--- src/rtl/i2c_txn_pkg.sv ---
package i2c_txn_pkg;
    localparam logic [7:0] CTL_ACK   = 8'h04;
    localparam logic [7:0] CTL_STOP  = 8'h10;
    localparam logic [7:0] CTL_START = 8'h20;
    localparam logic [7:0] CTL_EN    = 8'h40;

    localparam logic [7:0] ST_FIRST  = 8'h08;
    localparam logic [7:0] ST_AGAIN  = 8'h10;
    localparam logic [7:0] ST_AW_ACK = 8'h18;
    localparam logic [7:0] ST_DW_ACK = 8'h28;
    localparam logic [7:0] ST_AR_ACK = 8'h40;
    localparam logic [7:0] ST_DR_ACK = 8'h50;
    localparam logic [7:0] ST_DR_NAK = 8'h58;
    localparam logic [7:0] ST_IDLE   = 8'hF8;

    localparam logic [7:0] CLS_STATUS  = 8'h01;
    localparam logic [7:0] CLS_TIMEOUT = 8'h02;

    typedef enum logic [1:0] {OP_PROBE = 2'd0, OP_READ = 2'd1, OP_WRITE = 2'd2} op_e;

    typedef enum logic [2:0] {
        S_IDLE, S_ISSUE, S_WAIT, S_RDOUT, S_STOP, S_SWAIT, S_DONE
    } state_e;

    typedef enum logic [2:0] {
        PH_STARTW, PH_ADDRW, PH_SUB, PH_WDATA, PH_STARTR, PH_ADDRR, PH_RECV
    } phase_e;

    function automatic logic [31:0] pack_err(logic [7:0] cls, logic [7:0] ctl,
                                             logic [7:0] seen, logic [7:0] want);
        return {cls, ctl, seen, want};
    endfunction
endpackage

--- src/rtl/i2c_txn_timer.sv ---
module i2c_txn_timer #(
    parameter int LIMIT = 1000
) (
    input  logic clk,
    input  logic rst_n,
    input  logic clr,
    input  logic tick,
    output logic expired
);
    localparam int CW = $clog2(LIMIT + 1);

    logic [CW-1:0] cnt_d, cnt_q;

    always_comb begin
        cnt_d = cnt_q;
        if (clr)       cnt_d = '0;
        else if (tick) cnt_d = cnt_q + 1'b1;
    end

    always_ff @(posedge clk or negedge rst_n) begin
        if (!rst_n) cnt_q <= '0;
        else        cnt_q <= cnt_d;
    end

    assign expired = !clr && tick && (cnt_q == CW'(LIMIT - 1));
endmodule

--- src/rtl/i2c_txn_seq.sv ---
module i2c_txn_seq
    import i2c_txn_pkg::*;
#(
    parameter int SUB_MAX    = 4,
    parameter int LEN_W      = 8,
    parameter int POLL_LIMIT = 1000,
    localparam int SUBN_W    = $clog2(SUB_MAX + 1),
    localparam int SUB_W     = 8 * SUB_MAX
) (
    input  logic              clk,
    input  logic              rst_n,
    input  logic              scl_tick,
    input  logic              cmd_valid,
    output logic              cmd_ready,
    input  logic [1:0]        cmd_op,
    input  logic [6:0]        cmd_chip,
    input  logic [SUB_W-1:0]  cmd_sub,
    input  logic [SUBN_W-1:0] cmd_sublen,
    input  logic [LEN_W-1:0]  cmd_len,
    input  logic              wr_valid,
    output logic              wr_ready,
    input  logic [7:0]        wr_data,
    output logic              rd_valid,
    input  logic              rd_ready,
    output logic [7:0]        rd_data,
    output logic              m_ctrl_we,
    output logic [7:0]        m_ctrl,
    output logic [7:0]        m_wdata,
    input  logic              m_iflg,
    input  logic [7:0]        m_status,
    input  logic [7:0]        m_rdata,
    output logic              busy,
    output logic              res_valid,
    output logic [31:0]       res_word
);
    typedef struct packed {
        state_e            state;
        phase_e            phase;
        logic [1:0]        op;
        logic [6:0]        chip;
        logic [SUB_W-1:0]  sub;
        logic [SUBN_W-1:0] sub_left;
        logic [LEN_W-1:0]  len_left;
        logic              started;
        logic [7:0]        exp;
        logic [7:0]        ctl_last;
        logic [31:0]       err;
        logic [7:0]        rbyte;
    } seq_t;

    seq_t d, q;

    logic              tmr_clr, tmr_exp;
    logic              is_write, is_read, go;
    logic [7:0]        ctl_v, dat_v, exp_v;
    logic [SUBN_W-1:0] sub_idx;
    phase_e            post_sub_ph;
    logic              post_sub_stop;

    i2c_txn_timer #(.LIMIT(POLL_LIMIT)) u_timer (
        .clk    (clk),
        .rst_n  (rst_n),
        .clr    (tmr_clr),
        .tick   (scl_tick),
        .expired(tmr_exp)
    );

    assign is_write      = (q.op == OP_WRITE);
    assign is_read       = (q.op == OP_READ);
    assign sub_idx       = q.sub_left - 1'b1;
    assign post_sub_ph   = is_write ? PH_WDATA : PH_STARTR;
    assign post_sub_stop = is_write && (q.len_left == '0);

    always_comb begin
        d         = q;
        tmr_clr   = !((q.state == S_WAIT) || (q.state == S_SWAIT));
        m_ctrl_we = 1'b0;
        ctl_v     = CTL_EN;
        dat_v     = 8'h00;
        exp_v     = q.exp;
        go        = 1'b1;
        wr_ready  = 1'b0;
        rd_valid  = 1'b0;
        res_valid = 1'b0;

        unique case (q.state)
            S_IDLE: begin
                if (cmd_valid) begin
                    d.op       = cmd_op;
                    d.chip     = cmd_chip;
                    d.sub      = cmd_sub;
                    d.sub_left = cmd_sublen;
                    d.len_left = (cmd_op == OP_PROBE || cmd_op == 2'd3) ? LEN_W'(1) : cmd_len;
                    d.started  = 1'b0;
                    d.err      = '0;
                    d.phase    = (cmd_op == OP_WRITE || (cmd_op == OP_READ && cmd_sublen != '0))
                                 ? PH_STARTW : PH_STARTR;
                    d.state    = S_ISSUE;
                end
            end
            S_ISSUE: begin
                unique case (q.phase)
                    PH_STARTW, PH_STARTR: begin
                        ctl_v = CTL_EN | CTL_START;
                        exp_v = q.started ? ST_AGAIN : ST_FIRST;
                    end
                    PH_ADDRW: begin dat_v = {q.chip, 1'b0}; exp_v = ST_AW_ACK; end
                    PH_ADDRR: begin dat_v = {q.chip, 1'b1}; exp_v = ST_AR_ACK; end
                    PH_SUB: begin
                        dat_v = q.sub[8*sub_idx +: 8];
                        exp_v = ST_DW_ACK;
                    end
                    PH_WDATA: begin
                        wr_ready = 1'b1;
                        go       = wr_valid;
                        dat_v    = wr_data;
                        exp_v    = ST_DW_ACK;
                    end
                    PH_RECV: begin
                        if (is_read && q.len_left > LEN_W'(1)) begin
                            ctl_v = CTL_EN | CTL_ACK;
                            exp_v = ST_DR_ACK;
                        end else begin
                            exp_v = ST_DR_NAK;
                        end
                    end
                    default: go = 1'b0;
                endcase
                if (go) begin
                    m_ctrl_we  = 1'b1;
                    d.ctl_last = ctl_v;
                    d.exp      = exp_v;
                    d.state    = S_WAIT;
                    if (q.phase == PH_STARTW || q.phase == PH_STARTR) d.started = 1'b1;
                end
            end
            S_WAIT: begin
                if (m_iflg) begin
                    if (m_status == q.exp) begin
                        d.state = S_ISSUE;
                        unique case (q.phase)
                            PH_STARTW: d.phase = PH_ADDRW;
                            PH_STARTR: d.phase = PH_ADDRR;
                            PH_ADDRW: begin
                                if (q.sub_left != '0) d.phase = PH_SUB;
                                else if (post_sub_stop) d.state = S_STOP;
                                else d.phase = post_sub_ph;
                            end
                            PH_SUB: begin
                                d.sub_left = q.sub_left - 1'b1;
                                if (q.sub_left != SUBN_W'(1)) d.phase = PH_SUB;
                                else if (post_sub_stop) d.state = S_STOP;
                                else d.phase = post_sub_ph;
                            end
                            PH_WDATA: begin
                                d.len_left = q.len_left - 1'b1;
                                if (q.len_left == LEN_W'(1)) d.state = S_STOP;
                            end
                            PH_ADDRR: begin
                                if (q.len_left == '0) d.state = S_STOP;
                                else d.phase = PH_RECV;
                            end
                            PH_RECV: begin
                                if (is_read) begin
                                    d.rbyte = m_rdata;
                                    d.state = S_RDOUT;
                                end else begin
                                    d.state = S_STOP;
                                end
                            end
                            default: d.state = S_STOP;
                        endcase
                    end else begin
                        d.err   = pack_err(CLS_STATUS, q.ctl_last, m_status, q.exp);
                        d.state = S_STOP;
                    end
                end else if (tmr_exp) begin
                    d.err   = pack_err(CLS_TIMEOUT, q.ctl_last, m_status, q.exp);
                    d.state = S_STOP;
                end
            end
            S_RDOUT: begin
                rd_valid = 1'b1;
                if (rd_ready) begin
                    d.len_left = q.len_left - 1'b1;
                    d.phase    = PH_RECV;
                    d.state    = (q.len_left == LEN_W'(1)) ? S_STOP : S_ISSUE;
                end
            end
            S_STOP: begin
                m_ctrl_we  = 1'b1;
                ctl_v      = CTL_EN | CTL_STOP;
                d.ctl_last = CTL_EN | CTL_STOP;
                d.state    = S_SWAIT;
            end
            S_SWAIT: begin
                if (m_status == ST_IDLE) begin
                    d.state = S_DONE;
                end else if (tmr_exp) begin
                    if (q.err == '0)
                        d.err = pack_err(CLS_TIMEOUT, q.ctl_last, m_status, ST_IDLE);
                    d.state = S_DONE;
                end
            end
            S_DONE: begin
                res_valid = 1'b1;
                d.state   = S_IDLE;
            end
            default: d.state = S_IDLE;
        endcase
    end

    always_ff @(posedge clk or negedge rst_n) begin
        if (!rst_n) begin
            q       <= '0;
            q.state <= S_IDLE;
            q.phase <= PH_STARTW;
        end else begin
            q <= d;
        end
    end

    assign m_ctrl    = ctl_v;
    assign m_wdata   = dat_v;
    assign rd_data   = q.rbyte;
    assign res_word  = q.err;
    assign busy      = (q.state != S_IDLE);
    assign cmd_ready = (q.state == S_IDLE);
endmodule

--- config.mk ---
export PLATFORM = sky130hd
export DESIGN_NAME = i2c_txn_seq
export DESIGN_NICKNAME = d
export VERILOG_FILES = /design/src/rtl/i2c_txn_pkg.sv /design/src/rtl/i2c_txn_timer.sv /design/src/rtl/i2c_txn_seq.sv
export SDC_FILE = /design/constraint.sdc
export NUM_CORES = 1
export LEC_CHECK = 0
export CAP_MARGIN = 5
export CORE_MARGIN = 4
export CORE_UTILIZATION = 55
export DETAILED_ROUTE_END_ITERATION = 12
export GPL_TIMING_DRIVEN = 0
export HOLD_SLACK_MARGIN = 0.12
export PLACE_DENSITY_LB_ADDON = 0.3
export SLEW_MARGIN = 20
export SYNTH_ARGS = -nofsm -noshare
export SYNTH_HDL_FRONTEND = slang
export SYNTH_HIERARCHICAL = 1
export SYNTH_SLANG_ARGS = --single-unit
--- constraint.sdc ---
create_clock -name clk -period 10.1 [get_ports clk]
set_input_delay 2.02 -clock clk [delete_from_list [all_inputs] [get_ports clk]]
set_output_delay 2.02 -clock clk [all_outputs]
set_load 0.01 [all_outputs]
==> flow_summary.toml <==
[run_status]
status = "finished clean"

[logic_synthesis]
async_flop_share_pct = 100
yosysWarnings = 6
ys_ff_latch = 105
ys_types = 72
synth_xor_area_share_pct = 1.14
synth_top_family_by_area = "compound AO/OA/AOI/OAI gates"
synth_area_um2 = 6130
synth-compound-area-share_pct = 14.6
syn_inst = 609
synthFlopType = "dfrtp_1"
synthSimpleGateAreaFrac_pct = 14.4
avgSynthCellArea_um2 = 10.1
yosysSeqAreaShare_pct = 42.9
synth_edf_count = 0
synth_adder_area_share_pct = 2.00
muxShareOfSynthArea_pct = 14.3

[critical_path]
crit_slowest_cell = "clkdlybuf4s50_1"
r2r_slack_ns = 6.01
crit_chain = "clkdlybuf4s50_1 > inv_1 > o21ai_0 > a21oi_1 > inv_1 > clkdlybuf4s50_1"
cp-start-kind = "input port"
critPathMaxFanout = 4
path_delay_family = "buffers and inverters"
critPathKind = "in2out"
cp.arrival_ns = 3.68
cp-end-kind = "output pin"
crit_buf_inv = 4
cpPeakStageDelay_ns = 0.53
cp.required_ns = 8.08

[floorplanning]
rows = 38
die_w_um = 114
fp.dieArea_um2 = 12900
core_area_um2 = 10900
ios = 145
initial_core_util_pct = 56.3
die_y_um = 114

[detailed_routing]
drt.antenna.violating_nets = 0
drt-initial-drc-count = 418
drc = 0
vias_per_cell = 5.76
vias = 5228
wl_um = 15600
post_drt_wl_per_cell_um = 17.2
dr.pass1.iters = 5

[timing]
finalHoldViolations = 0
fin_setup_tns_ns = 0
max_freq_mhz = 175
finalWorstSetupSlack_ns = 4.40
grt_setup_unrepaired = "no"
fin_skew_ns = 0.0208
worstMarginPinSlew_ns = 0.837
setup_viol = 0
period_needed_ns = 5.70
max_slew_margin_pct = 44.1
timing.final.crit_share_pct = 56.5
slew_viol_final = 0

[grt]
first_global_vias = 5342
grt_max_degree = 54
antenna_found_initial = 0
grt_pass1_wl_um = 25500
grt_usage_pct = 24.2
grt_overflow_total = 0

[clock_tree]
post_cts_resized = 0
cts_root_buffer = "clkbuf_8"
cts.clk_slew.worst_paths_ns = 0.10
cts_sinks = 105
clk-insertion-delay-late_ns = 0.38
cts_setup_buffers = 0
clk_path_buf_depth = 2
cts_hold_buf = 0
cts_tree = "built"
cts_made_buffers = 9
htree_levels = 3

[layout]
design_area_um2 = 7870
fin_cells = 907
nFillCells = 816
nets = 854
antenna_cells = 0
final_cell_mix = "clkdlybuf4s50_1, dfrtp_1, nand2_1"
drive_gt1_share_pct = 19.2
syn2layout_area_growth_pct = 28.4
final_common_cell = "clkdlybuf4s50_1"

[power_and_ir_drop]
power_mw = 2.00
power.density_nw_per_um2 = 254
p_leak_nw = 3.44
peakVddDrop_v = 0.000137

[placement]
place_congestion = 0.938
post-dp-hpwl_um = 12100
io_buffers = 129
place_ws_ns = 4.41
placed_area_um2 = 7670
dp.cells = 891

[flow_run]
max_cap_viol_count = 0

[hold_path]
hp-class = "reg2reg"
[final timing paths]
check / from / cells past startpoint / endpoint
setup / recovery: wr_valid / 6 / m_ctrl_we
hold / removal: q[46] / 1 / q[46]
setup reg to reg: q[112] / 12 / res_word[7]
hold reg to reg: q[46] / 1 / q[46]
max in group asynchronous: rst_n / 2 / q[76]
min in group asynchronous: rst_n / 1 / u_timer/cnt_q[5]
[cell type report]
cell class                      count  area, µm²  area share, %
Tap cell                          140        175           2.23
Buffer                             74        487           6.19
Sequential cell                   105       2630           33.4
Clock buffer                        9        124           1.57
Clock inverter                      7       77.6          0.986
Timing Repair Buffer              130       1320           16.8
Inverter                           41        154           1.96
Multi-Input combinational cell    401       2900           36.9
[power breakdown]
part           leakage, nW  internal, mW  switching, mW
clock               0.0983        0.0983          0.163
sequential            1.34         0.578          0.115
combinational         2.00         0.517          0.530
[logic make-up after synthesis]
logic type               Yosys count
AND/OR/NAND/NOR                  162
AO/OA/AOI/OAI                    135
buffers and inverters            115
flip-flops                       105
multiplexers                      72
adder cells (fa/ha/maj)           10
XOR/XNOR                           8
other                              2
[stage by stage]
step | hold WS, ns | utilization [%]
4_1_cts | 0.492 | 72.3
2_1_floorplan | 0.435 | -
6_report | 0.487 | 72.3
5_1_grt | 0.508 | 72.3
3_3_place_gp | 0.452 | 70.1
3_5_place_dp | 0.466 | 70.4
[flip-flops by register name, summed over array words and instances, names as in the netlist]
| name | count |
|---|---|
| q | 67 |
| res_word | 20 |
| u_timer/cnt_q | 10 |
| rd_data | 8 |
[routing by layer]
| metal | GRT usage, % | part of all wire, % | vias to the layer above |
|---|---|---|---|
| li1 | - | - | 2429 |
| met1 | 31.3 | 41 | 2520 |
| met2 | 41.0 | 50 | 245 |
| met3 | 4.19 | 7.3 | 34 |
| met4 | 8.25 | 2.0 | 0 |
| met5 | 0 | 0 | - |
[Yosys cell counts, types with 4 or more instances]
cell | count | area, µm²
or4_1 | 6 | 45.0
ha_1 | 9 | 113
nand2b_1 | 10 | 62.6
nor4_1 | 7 | 43.8
clkbuf_1 | 13 | 48.8
a21o_1 | 5 | 37.5
nand2_1 | 53 | 199
mux2i_1 | 18 | 180
nor2b_1 | 4 | 25.0
a22oi_1 | 10 | 75.1
buf_4 | 48 | 360
buf_2 | 11 | 55.1
xnor2_1 | 5 | 43.8
inv_1 | 41 | 154
nor3_1 | 11 | 55.1
o21ai_0 | 39 | 195
nand3_1 | 9 | 45.0
a21oi_1 | 26 | 130
mux4_2 | 8 | 180
nor3b_1 | 4 | 30.0
o211ai_1 | 8 | 60.1
nor2_1 | 28 | 105
dfrtp_1 | 105 | 2630
o31ai_1 | 9 | 67.6
a211oi_1 | 4 | 30.0
mux2_2 | 45 | 507
[worst reg2reg max path: stages (launching register included)]
cell and delay [ns]:
dfrtp_1 0.50, buf_2 0.27, nand3_1 0.26, nand2_1 0.23
clkbuf_1 0.37, inv_1 0.10, or4b_2 0.68, nor3_1 0.46
nor3_1 0.09, o32ai_1 0.35, o221ai_2 0.18, buf_6 0.19
mux2_1 0.32
No activity file was read; power rests on OpenSTA's default activity.
